==> src/rtl/hpt_pkg.sv <==
package hpt_pkg;
    localparam int ADDR_W     = 32;
    localparam int VSID_W     = 24;
    localparam int HASH_W     = 23;
    localparam int MASK_W     = 9;
    localparam int NSEG       = 16;
    localparam int SEG_SEL_W  = $clog2(NSEG);
    localparam int PAGE_SHIFT = 12;
    localparam int RPN_W      = ADDR_W - PAGE_SHIFT;
    localparam int GRP_LO_W   = 10;
    localparam int GRP_SHIFT  = 6;
    localparam int ORIGIN_W   = 16;
    localparam int API_W      = 6;

    localparam logic [ADDR_W-1:0] STAT_NOTRANS = 32'h4000_0000;
    localparam logic [ADDR_W-1:0] STAT_STORE   = 32'h0200_0000;

    typedef enum logic [2:0] {
        S_IDLE,
        S_TAG_RD,
        S_TAG_WT,
        S_PTE_RD,
        S_PTE_WT
    } walk_state_e;

    typedef struct packed {
        logic [ADDR_W-1:0]   ea;
        logic                wr;
        logic                dside;
        logic                probe;
        logic [VSID_W-1:0]   vsid;
        logic [ORIGIN_W-1:0] origin;
        logic [MASK_W-1:0]   mask;
    } walk_ctx_t;

    function automatic logic [HASH_W-1:0] base_hash(
        input logic [ADDR_W-1:0] ea, input logic [VSID_W-1:0] vsid);
        logic [VSID_W-1:0] idx;
        idx = VSID_W'(ea[27:PAGE_SHIFT]);
        return HASH_W'(idx ^ vsid);
    endfunction

    function automatic logic [ADDR_W-1:0] group_offset(
        input logic [HASH_W-1:0] h, input logic [MASK_W-1:0] mask);
        logic [ADDR_W-1:0] lo, hi;
        lo = ADDR_W'(h[GRP_LO_W-1:0]) << GRP_SHIFT;
        hi = ADDR_W'(h[GRP_LO_W+MASK_W-1:GRP_LO_W] & mask) << ORIGIN_W;
        return lo | hi;
    endfunction

    function automatic logic [ADDR_W-1:0] make_key(
        input logic [VSID_W-1:0] vsid, input logic sec, input logic [API_W-1:0] api);
        return {1'b1, vsid, sec, api};
    endfunction
endpackage

==> src/rtl/hpt_seg_select.sv <==
module hpt_seg_select
    import hpt_pkg::*;
#(
    parameter int SEGS = NSEG,
    parameter int VW   = VSID_W,
    localparam int SW  = $clog2(SEGS)
) (
    input  logic [SEGS*VW-1:0] segs,
    input  logic [SW-1:0]      sel,
    output logic [VW-1:0]      vsid
);
    logic [VW-1:0] seg_arr [SEGS];

    for (genvar g = 0; g < SEGS; g++) begin : g_unpack
        assign seg_arr[g] = segs[g*VW +: VW];
    end

    assign vsid = seg_arr[sel];
endmodule

==> src/rtl/hpt_hash_unit.sv <==
module hpt_hash_unit
    import hpt_pkg::*;
(
    input  walk_ctx_t         ctx,
    input  logic              secondary,
    output logic [ADDR_W-1:0] group_addr,
    output logic [ADDR_W-1:0] key
);
    logic [HASH_W-1:0] h_pri;
    logic [HASH_W-1:0] h_sel;

    always_comb begin
        h_pri      = base_hash(ctx.ea, ctx.vsid);
        h_sel      = secondary ? ~h_pri : h_pri;
        group_addr = {ctx.origin, {(ADDR_W-ORIGIN_W){1'b0}}} + group_offset(h_sel, ctx.mask);
        key        = make_key(ctx.vsid, secondary, ctx.ea[27:22]);
    end
endmodule

==> src/rtl/hpt_fault_encoder.sv <==
module hpt_fault_encoder
    import hpt_pkg::*;
(
    input  logic              is_write,
    input  logic              dside,
    input  logic              probe,
    output logic              raise,
    output logic [ADDR_W-1:0] status
);
    always_comb begin
        raise  = dside && !probe;
        status = STAT_NOTRANS | (is_write ? STAT_STORE : '0);
    end
endmodule

==> src/rtl/hpt_walker.sv <==
module hpt_walker
    import hpt_pkg::*;
#(
    parameter int GROUP_SLOTS = 8,
    parameter int PTE_BYTES   = 8,
    localparam int SLOT_W     = $clog2(GROUP_SLOTS)
) (
    input  logic                   clk,
    input  logic                   rst,
    input  logic                   req_valid,
    output logic                   req_ready,
    input  logic [ADDR_W-1:0]      req_addr,
    input  logic                   req_write,
    input  logic                   req_dside,
    input  logic                   req_probe,
    input  logic [NSEG*VSID_W-1:0] seg_vsid,
    input  logic [ADDR_W-1:0]      tbl_base,
    output logic                   mem_rd_valid,
    input  logic                   mem_rd_ready,
    output logic [ADDR_W-1:0]      mem_rd_addr,
    input  logic                   mem_rsp_valid,
    input  logic [ADDR_W-1:0]      mem_rsp_data,
    output logic                   busy,
    output logic                   done,
    output logic                   hit,
    output logic                   fault,
    output logic [RPN_W-1:0]       phys_page,
    output logic                   exc_dsi,
    output logic [ADDR_W-1:0]      fault_status,
    output logic [ADDR_W-1:0]      fault_addr
);
    localparam logic [SLOT_W-1:0] LAST_SLOT = SLOT_W'(GROUP_SLOTS - 1);

    walk_state_e       state;
    walk_ctx_t         ctx;
    logic [SLOT_W-1:0] slot;
    logic              sec_pass;
    logic [VSID_W-1:0] req_vsid;
    logic [ADDR_W-1:0] group_addr;
    logic [ADDR_W-1:0] key;
    logic [ADDR_W-1:0] entry_addr;
    logic              flt_raise;
    logic [ADDR_W-1:0] flt_status;
    logic              flt_wr, flt_ds, flt_pr;
    logic              accept;

    hpt_seg_select u_seg (
        .segs (seg_vsid),
        .sel  (req_addr[ADDR_W-1 -: SEG_SEL_W]),
        .vsid (req_vsid)
    );

    hpt_hash_unit u_hash (
        .ctx        (ctx),
        .secondary  (sec_pass),
        .group_addr (group_addr),
        .key        (key)
    );

    always_comb begin
        if (state == S_IDLE) begin
            flt_wr = req_write;
            flt_ds = req_dside;
            flt_pr = req_probe;
        end else begin
            flt_wr = ctx.wr;
            flt_ds = ctx.dside;
            flt_pr = ctx.probe;
        end
    end

    hpt_fault_encoder u_flt (
        .is_write (flt_wr),
        .dside    (flt_ds),
        .probe    (flt_pr),
        .raise    (flt_raise),
        .status   (flt_status)
    );

    assign req_ready    = (state == S_IDLE);
    assign busy         = (state != S_IDLE);
    assign accept       = req_valid && req_ready;
    assign entry_addr   = group_addr + ADDR_W'(slot) * ADDR_W'(PTE_BYTES);
    assign mem_rd_valid = (state == S_TAG_RD) || (state == S_PTE_RD);
    assign mem_rd_addr  = (state == S_PTE_RD) ? entry_addr + ADDR_W'(4) : entry_addr;

    always_ff @(posedge clk) begin
        if (rst) begin
            state        <= S_IDLE;
            ctx          <= '0;
            slot         <= '0;
            sec_pass     <= 1'b0;
            done         <= 1'b0;
            hit          <= 1'b0;
            fault        <= 1'b0;
            phys_page    <= '0;
            exc_dsi      <= 1'b0;
            fault_status <= '0;
            fault_addr   <= '0;
        end else begin
            done    <= 1'b0;
            exc_dsi <= 1'b0;
            case (state)
                S_IDLE: begin
                    if (accept) begin
                        ctx.ea     <= req_addr;
                        ctx.wr     <= req_write;
                        ctx.dside  <= req_dside;
                        ctx.probe  <= req_probe;
                        ctx.vsid   <= req_vsid;
                        ctx.origin <= tbl_base[ADDR_W-1 -: ORIGIN_W];
                        ctx.mask   <= tbl_base[MASK_W-1:0];
                        slot       <= '0;
                        sec_pass   <= 1'b0;
                        hit        <= 1'b0;
                        if (tbl_base == '0) begin
                            done  <= 1'b1;
                            fault <= 1'b1;
                            if (flt_raise) begin
                                exc_dsi      <= 1'b1;
                                fault_status <= flt_status;
                                fault_addr   <= req_addr;
                            end
                        end else begin
                            fault <= 1'b0;
                            state <= S_TAG_RD;
                        end
                    end
                end
                S_TAG_RD: begin
                    if (mem_rd_ready) state <= S_TAG_WT;
                end
                S_TAG_WT: begin
                    if (mem_rsp_valid) begin
                        if (mem_rsp_data == key) begin
                            state <= S_PTE_RD;
                        end else if (slot != LAST_SLOT) begin
                            slot  <= slot + 1'b1;
                            state <= S_TAG_RD;
                        end else if (!sec_pass) begin
                            slot     <= '0;
                            sec_pass <= 1'b1;
                            state    <= S_TAG_RD;
                        end else begin
                            state <= S_IDLE;
                            done  <= 1'b1;
                            fault <= 1'b1;
                            if (flt_raise) begin
                                exc_dsi      <= 1'b1;
                                fault_status <= flt_status;
                                fault_addr   <= ctx.ea;
                            end
                        end
                    end
                end
                S_PTE_RD: begin
                    if (mem_rd_ready) state <= S_PTE_WT;
                end
                S_PTE_WT: begin
                    if (mem_rsp_valid) begin
                        phys_page <= mem_rsp_data[ADDR_W-1:PAGE_SHIFT];
                        hit       <= 1'b1;
                        done      <= 1'b1;
                        state     <= S_IDLE;
                    end
                end
                default: state <= S_IDLE;
            endcase
        end
    end
endmodule

==> config.mk <==
export PLATFORM = sky130hd
export DESIGN_NAME = hpt_walker
export DESIGN_NICKNAME = d
export VERILOG_FILES = /design/src/rtl/hpt_pkg.sv /design/src/rtl/hpt_seg_select.sv /design/src/rtl/hpt_hash_unit.sv /design/src/rtl/hpt_fault_encoder.sv /design/src/rtl/hpt_walker.sv
export SDC_FILE = /design/constraint.sdc
export NUM_CORES = 1
export LEC_CHECK = 0
export BUFFER_PORTS_ARGS = -buffer_cell sky130_fd_sc_hd__buf_2
export CORE_AREA = 2 2 240 242
export CTS_CLUSTER_DIAMETER = 80
export DETAILED_ROUTE_END_ITERATION = 10
export DIE_AREA = 0 0 242 244
export HOLD_SLACK_MARGIN = 0.05
export MAX_ROUTING_LAYER = met4
export SYNTH_ARGS = -nofsm -noshare
export SYNTH_HDL_FRONTEND = slang
export SYNTH_SLANG_ARGS = --single-unit
export TNS_END_PERCENT = 100
==> constraint.sdc <==
create_clock -name clk -period 3.6 [get_ports clk]
set_clock_uncertainty 0.1 [all_clocks]
set_input_delay 0.18 -clock clk [delete_from_list [all_inputs] [get_ports clk]]
set_output_delay 0.18 -clock clk [all_outputs]
set_load 0.02 [all_outputs]
; ---- Word-level counts from Yosys, hierarchy flattened
; Index checks and enable logic that the tools add are counted.
[classes]
add_sub_neg = 4
order_cmp = 1
n_eq_ne = 19
mux = 71
bitwise = 5
reduce_logical = 18
[op_table]
columns = op, count
row1 = 32-bit 2-to-1 mux, 16
row2 = 32-bit case mux with 2 select lines, 2
row3 = 24-bit binary-select mux with 4-bit select, 1
row4 = 24-bit 2-to-1 mux, 2
row5 = 3-bit 2-to-1 mux, 11
row6 = "32-bit by 3-bit adder with 32-bit output, second input constant", 1
row7 = 32-bit adder, 1
row8 = 32-bit by 6-bit adder with 32-bit output, 1
row9 = 32-bit == test, 1
row10 = 32-bit zero test, 1
row11 = 1-bit 2-to-1 mux, 29
row12 = 26-bit 2-to-1 mux, 1
row13 = 16-bit by 25-bit bitwise OR with 25-bit output, 1
row14 = 19-bit 2-to-1 mux, 1
row15 = 19-bit NOT, 1
row16 = 16-bit by 19-bit bitwise XOR with 19-bit output, 1
row17 = "2-bit inequality test, second input constant", 9
row18 = 3-bit case mux with 5 select lines, 1
row19 = 6-bit AND reduction, 2
row20 = 5-bit AND reduction, 2
row21 = 9-bit bitwise AND, 1
row22 = 9-bit AND reduction, 1
row23 = 1-bit case mux with 2 select lines, 4
row24 = 7-bit AND reduction, 1
row25 = 19 further kinds, 26
[totals]
register_bits = 179
output_inout_bits = 123
wordCells = 135

; ---- Longest topological paths before layout
[depth]
word_depth = 10
mapped_depth = 12

; ---- Modules after synthesis
; Synthesis repeated with hierarchy kept, for this count alone.
[unflattened]
cells_unflattened = 1463
hier_area_um2 = 12868.6
[modules_own_cells]
columns = mod, instances, cells_each, area_each_um2, seq_area_each_um2
row1 = hpt_walker, 1, 1054, 8575.7, 3583.4
row2 = hpt_seg_select, 1, 205, 2811.4, 0.0
row3 = hpt_hash_unit, 1, 169, 1219.9, 0.0
row4 = hpt_fault_encoder, 1, 35, 261.5, 0.0

; ---- Least setup slack after synthesis
; OpenSTA, ideal clock, no wires.
[synth_path]
path_kind = register to output
startpoint = reg sec_pass
endpoint = out mem_rd_addr[24]
t_arrival_ns = 2.836
slack_ns = 0.484
stages_incl_launch_ff = 13
path_buffers = 2
path_cell_list = dfxtp_1 clkbuf_1 buf_1 xnor2_1 and2_1 ha_1 fa_1 a21o_1 a21o_1 a21oi_1 o21ai_0 a21oi_1 xnor2_1
[synth_between]
elab_chain_cells = 7
[synth_rtl]
columns = item, line
row1 = "start, declared", hpt_walker.sv:37  ; logic sec_pass;
row2 = "start signal, assigned", hpt_walker.sv:92  ; sec_pass <= 1'b0;
row3 = "start signal, assigned", hpt_walker.sv:114  ; sec_pass <= 1'b0;
row4 = "start signal, assigned", hpt_walker.sv:142  ; sec_pass <= 1'b1;
row5 = 19-bit 2-to-1 mux (*), hpt_hash_unit.sv:14  ; h_sel = secondary ? ~h_pri : h_pri;
row6 = 9-bit bitwise AND, hpt_pkg.sv:47  ; hi = ADDR_W'(h[GRP_LO_W+MASK_W-1:GRP_LO_W] & mask) << ORIGIN_W;
row7 = 16-bit by 25-bit bitwise OR with 25-bit output (*), hpt_pkg.sv:48  ; return lo | hi;
row8 = 32-bit adder (*), hpt_hash_unit.sv:15  ; group_addr = {ctx.origin, {(ADDR_W-ORIGIN_W){1'b0}}} + group_offset(h_sel, ctx.mask);
row9 = 32-bit by 6-bit adder with 32-bit output (*), hpt_walker.sv:83  ; assign entry_addr = group_addr + ADDR_W'(slot) * ADDR_W'(PTE_BYTES);
row10 = 32-bit by 3-bit adder with 32-bit output, hpt_walker.sv:85  ; assign mem_rd_addr = (state == S_PTE_RD) ? entry_addr + ADDR_W'(4) : entry_addr;
row11 = 32-bit 2-to-1 mux (*), hpt_walker.sv:85
row12 = "end, declared", hpt_walker.sv:20  ; output logic [ADDR_W-1:0] mem_rd_addr,
; Every way passes the cells marked *; elsewhere a longest branch is shown, timed or not.

; ---- Worst setup path in the final report
[layout_path]
startpoint = reg, netlist name ctx[75]
endpoint = out mem_rd_addr[25]
[layout_between]
elab_chain_cells = 9
[layout_rtl]
columns = item, line
row1 = 16-bit by 19-bit bitwise XOR with 19-bit output (*), hpt_pkg.sv:40  ; return HASH_W'(idx ^ vsid);
row2 = 19-bit NOT, hpt_hash_unit.sv:14
row3 = 19-bit 2-to-1 mux (*), hpt_hash_unit.sv:14
row4 = 9-bit bitwise AND (*), hpt_pkg.sv:47
row5 = 16-bit by 25-bit bitwise OR with 25-bit output (*), hpt_pkg.sv:48
row6 = 32-bit adder (*), hpt_hash_unit.sv:15
row7 = 32-bit by 6-bit adder with 32-bit output (*), hpt_walker.sv:83
row8 = 32-bit by 3-bit adder with 32-bit output, hpt_walker.sv:85
row9 = 32-bit 2-to-1 mux (*), hpt_walker.sv:85
; Marks and branches as above.

==> impl_metrics.csv <==
group,metric,value,unit
setup_path,critical_path.most_common_cell,"xnor2_1",
synth,ys_seq_elements,149,
synth,synthAdderAreaFrac,0.01519,
setup_path,start_kind,"register",
cells_and_area,layout_common_cells,"buf_2 (574), nand2_1 (220), a21oi_1 (152), dfxtp_1 (147), mux4_2 (120)",
synth,syn_avg_cell_area,9.939,µm²
clock_tree,cts.sinks,149,
cells_and_area,final_common_cell,"buf_2",
job,maxCapViolCount,0,
timing,setup_tns,0,ps
placement,portBuffers,578,
die,die_x,242,µm
clock_tree,cts_root_buf,"clkbuf_16",
cells_and_area,fin_nets,2142,
routing,drc,0,
timing,hold_slack,239.0,ps
cells_and_area,num-fill-cells,6043,
placement,dp.cells,2301,
synth,yosysSeqAreaShare,0.2875,
setup_path,path_cells,"xnor2_1 > xnor2_1 > and2_1 > ha_1 > a21o_1 > a21oi_1 > o2111ai_1 > a31o_2 > a21oi_1 > xnor2_1 > buf_2",
timing,finalMaxSlewViolations,0,
setup_path,end_kind,"output pin",
run_status,outcome,"complete, no violations",
cells_and_area,utilization,0.2732,
placement,placed_cell_area,0.01386,mm²
setup_path,crit_fanout,4,
synth,synth-simple-area-share,0.1255,
timing,period_share,0.9562,
power_and_ir_drop,static-leakage-power,6.297,nW
cells_and_area,drive_above_1_share,0.4773,
synth,mappedNetlistArea,0.01038,mm²
setup_path,crit_family,"compound AO/OA/AOI/OAI gates",
routing,routedWlPerCell,22.33,µm
cells_and_area,stdcell_count,2443,
timing,relSlewSlack,0.2781,
clock_tree,path_clk_slew,70,ps
cells_and_area,final_area,0.01534,mm²
die,core_area,0.05617,mm²
timing,hold_viol,0,
routing,postRouteAntennaNets,0,
global_route,track_usage,0.1829,
setup_path,cp.required,3320,ps
placement,dp_hpwl,45570,µm
timing,setup_viol,0,
synth,synthCells,1044,
die,start_util,0.1847,
die,ioPinCount,611,
global_route,antenna_found_initial,37,
routing,firstDrtPassIters,5,
setup_path,critPathSlowestCell,"dfxtp_1",
global_route,grt_start_max_net_pins,125,
die,die_area,0.05905,mm²
synth,async_flop_share,0,
synth,synth_xor_area_frac,0.06753,
timing,fmax,290.5,MHz
routing,vias,10904,
placement,place.gp.congestion,0.9435,
routing,viasPerCell,4.463,
global_route,grt_pass1_wl,75840,µm
synth,ys.flop_type,"dfxtp_1",
die,die_h,244,µm
placement,pre_cts_ws,519.6,ps
synth,ys_types,50,
routing,drt_iter0_drc,595,
clock_tree,cts_tree,"built",
clock_tree,clock_latency,450,ps
routing,finalWirelength,54560,µm
hold_path,hold_path.class,"in -> reg",
clock_tree,htree_levels,4,
clock_tree,cts_buffers,17,
timing,finalWorstSetupSlack,157.6,ps
global_route,grt_overflow,0,
setup_path,crit_path_max_incr_delay,460,ps
power_and_ir_drop,irDropWorstVdd,0.3168,mV
synth,synth-warning-count,0,
die,std_cell_rows,87,
synth,synth_top_family_by_area,"multiplexers",
power_and_ir_drop,power,5.547,mW
synth,synth_compound_area_frac,0.1413,
timing,worstMarginPinSlew,1083,ps
power_and_ir_drop,powerDensity,361.5,mW/mm²
timing,min_period,3442,ps
synth,muxShareOfSynthArea,0.2933,
setup_path,cp_num_buf_inv,1,
timing,rsz0062_at_grt,"no",
synth,synth_edf_count,0,
setup_path,worstPathArrival,3160,ps
global_route,grt_pass1_vias,11129,
clock_tree,clk_path_buf_depth,2,
setup_path,path_class,"reg -> out",
cells_and_area,area_growth,47.88,%
==> Yosys cell counts, types with 2 or more instances <==
library cell  instances  area, µm²
a211o_1               2      17.52
a21o_1                4      30.03
a21oi_1             153      765.7
a311oi_1              4      35.03
a311oi_2             29      435.4
a31o_2                2      17.52
and2_1               13      81.33
buf_1                 3      11.26
buf_2                26      130.1
buf_4                34      255.2
buf_6                 8      90.09
clkbuf_1             54      202.7
dfxtp_1             149       2983
ha_1                 11      137.6
inv_1                 8      30.03
mux2i_1              34      340.3
mux4_2              120       2703
nand2_1             221      829.6
nand2b_1              4      25.02
nand3_1               5      25.02
nand3b_1              2      15.01
nand4_1              15      93.84
nor2_1               14      52.55
nor2b_1               3      18.77
nor3_1                6      30.03
nor3b_1               2      15.01
nor4_1                9      56.30
o211ai_1              2      15.01
o21ai_0               5      25.02
o41ai_1               2      17.52
or3_1                 3      18.77
xnor2_1              72      630.6
xor2_1                8      70.07
==> cell type report <==
class,instances,area (µm²),area share
Antenna cell,32,80.08,0.005219
Clock buffer,18,439.2,0.02862
Clock inverter,14,162.7,0.01060
Inverter,8,30.03,0.001957
Multi-Input combinational cell,793,6829,0.4450
Sequential cell,149,2985,0.1946
Tap cell,756,945.9,0.06164
Timing Repair Buffer,673,3872,0.2524
==> sequential cells by signal (all words and copies together), names as in the netlist <==
signal,flops
ctx,84
fault_addr,32
phys_page,20
slot,3
state,3
fault_status,2
done,1
exc_dsi,1
fault,1
hit,1
sec_pass,1
==> worst paths after layout <==
path	start	endpoint	slack, ps	cells after the start
worst max-delay path	ctx[75]	mem_rd_addr[25]	160	11
worst min-delay path	tbl_base[14]	fault	240	6
worst max register to register	state[1]	fault_addr[7]	600	7
worst min register to register	ctx[51]	ctx[51]	350	2
==> worst register-to-register path: cells and delay by family, from the launching register on <==
| kind | cells | cell delay [ps] |
|---|---|---|
| and+or+nand+nor | 3 | 1000 |
| AOI/OAI and AO/OA | 3 | 700 |
| buffers and inverters | 1 | 690 |
| DFF | 1 | 420 |
==> kinds of logic (layout without fill, tap and decap cells) <==
family	after synthesis	after routing
mux	154	154
buf+inv	133	713
compound gates	215	215
other cells	1	64
fa+ha+maj	12	12
simple gates	300	300
flops	149	149
xor+xnor	80	80
==> power by group <==
group	leakage (nW)	internal (mW)	switching, mW
combinational	4.79	0.812	0.986
clock	0.294	1.06	0.811
sequential	1.22	1.76	0.117
total	6.30	3.63	1.91
==> per-layer routing <==
metal,wire length (µm),vias to the layer above,global-route usage
met2,27210,499,0.3046
met5,0,-,-
met3,3686,80,0.04895
met4,1601,0,0.06990
li1,-,5030,-
met1,22060,5295,0.2104
==> timing repair <==
action,4_1_cts,5_1_grt
hold endpoints to repair,100,0
setup endpoints to repair,0,5
buffers inserted,0,0
hold buffers,78,0
gates resized for setup,0,6
No activity file was read; power rests on OpenSTA's default activity.
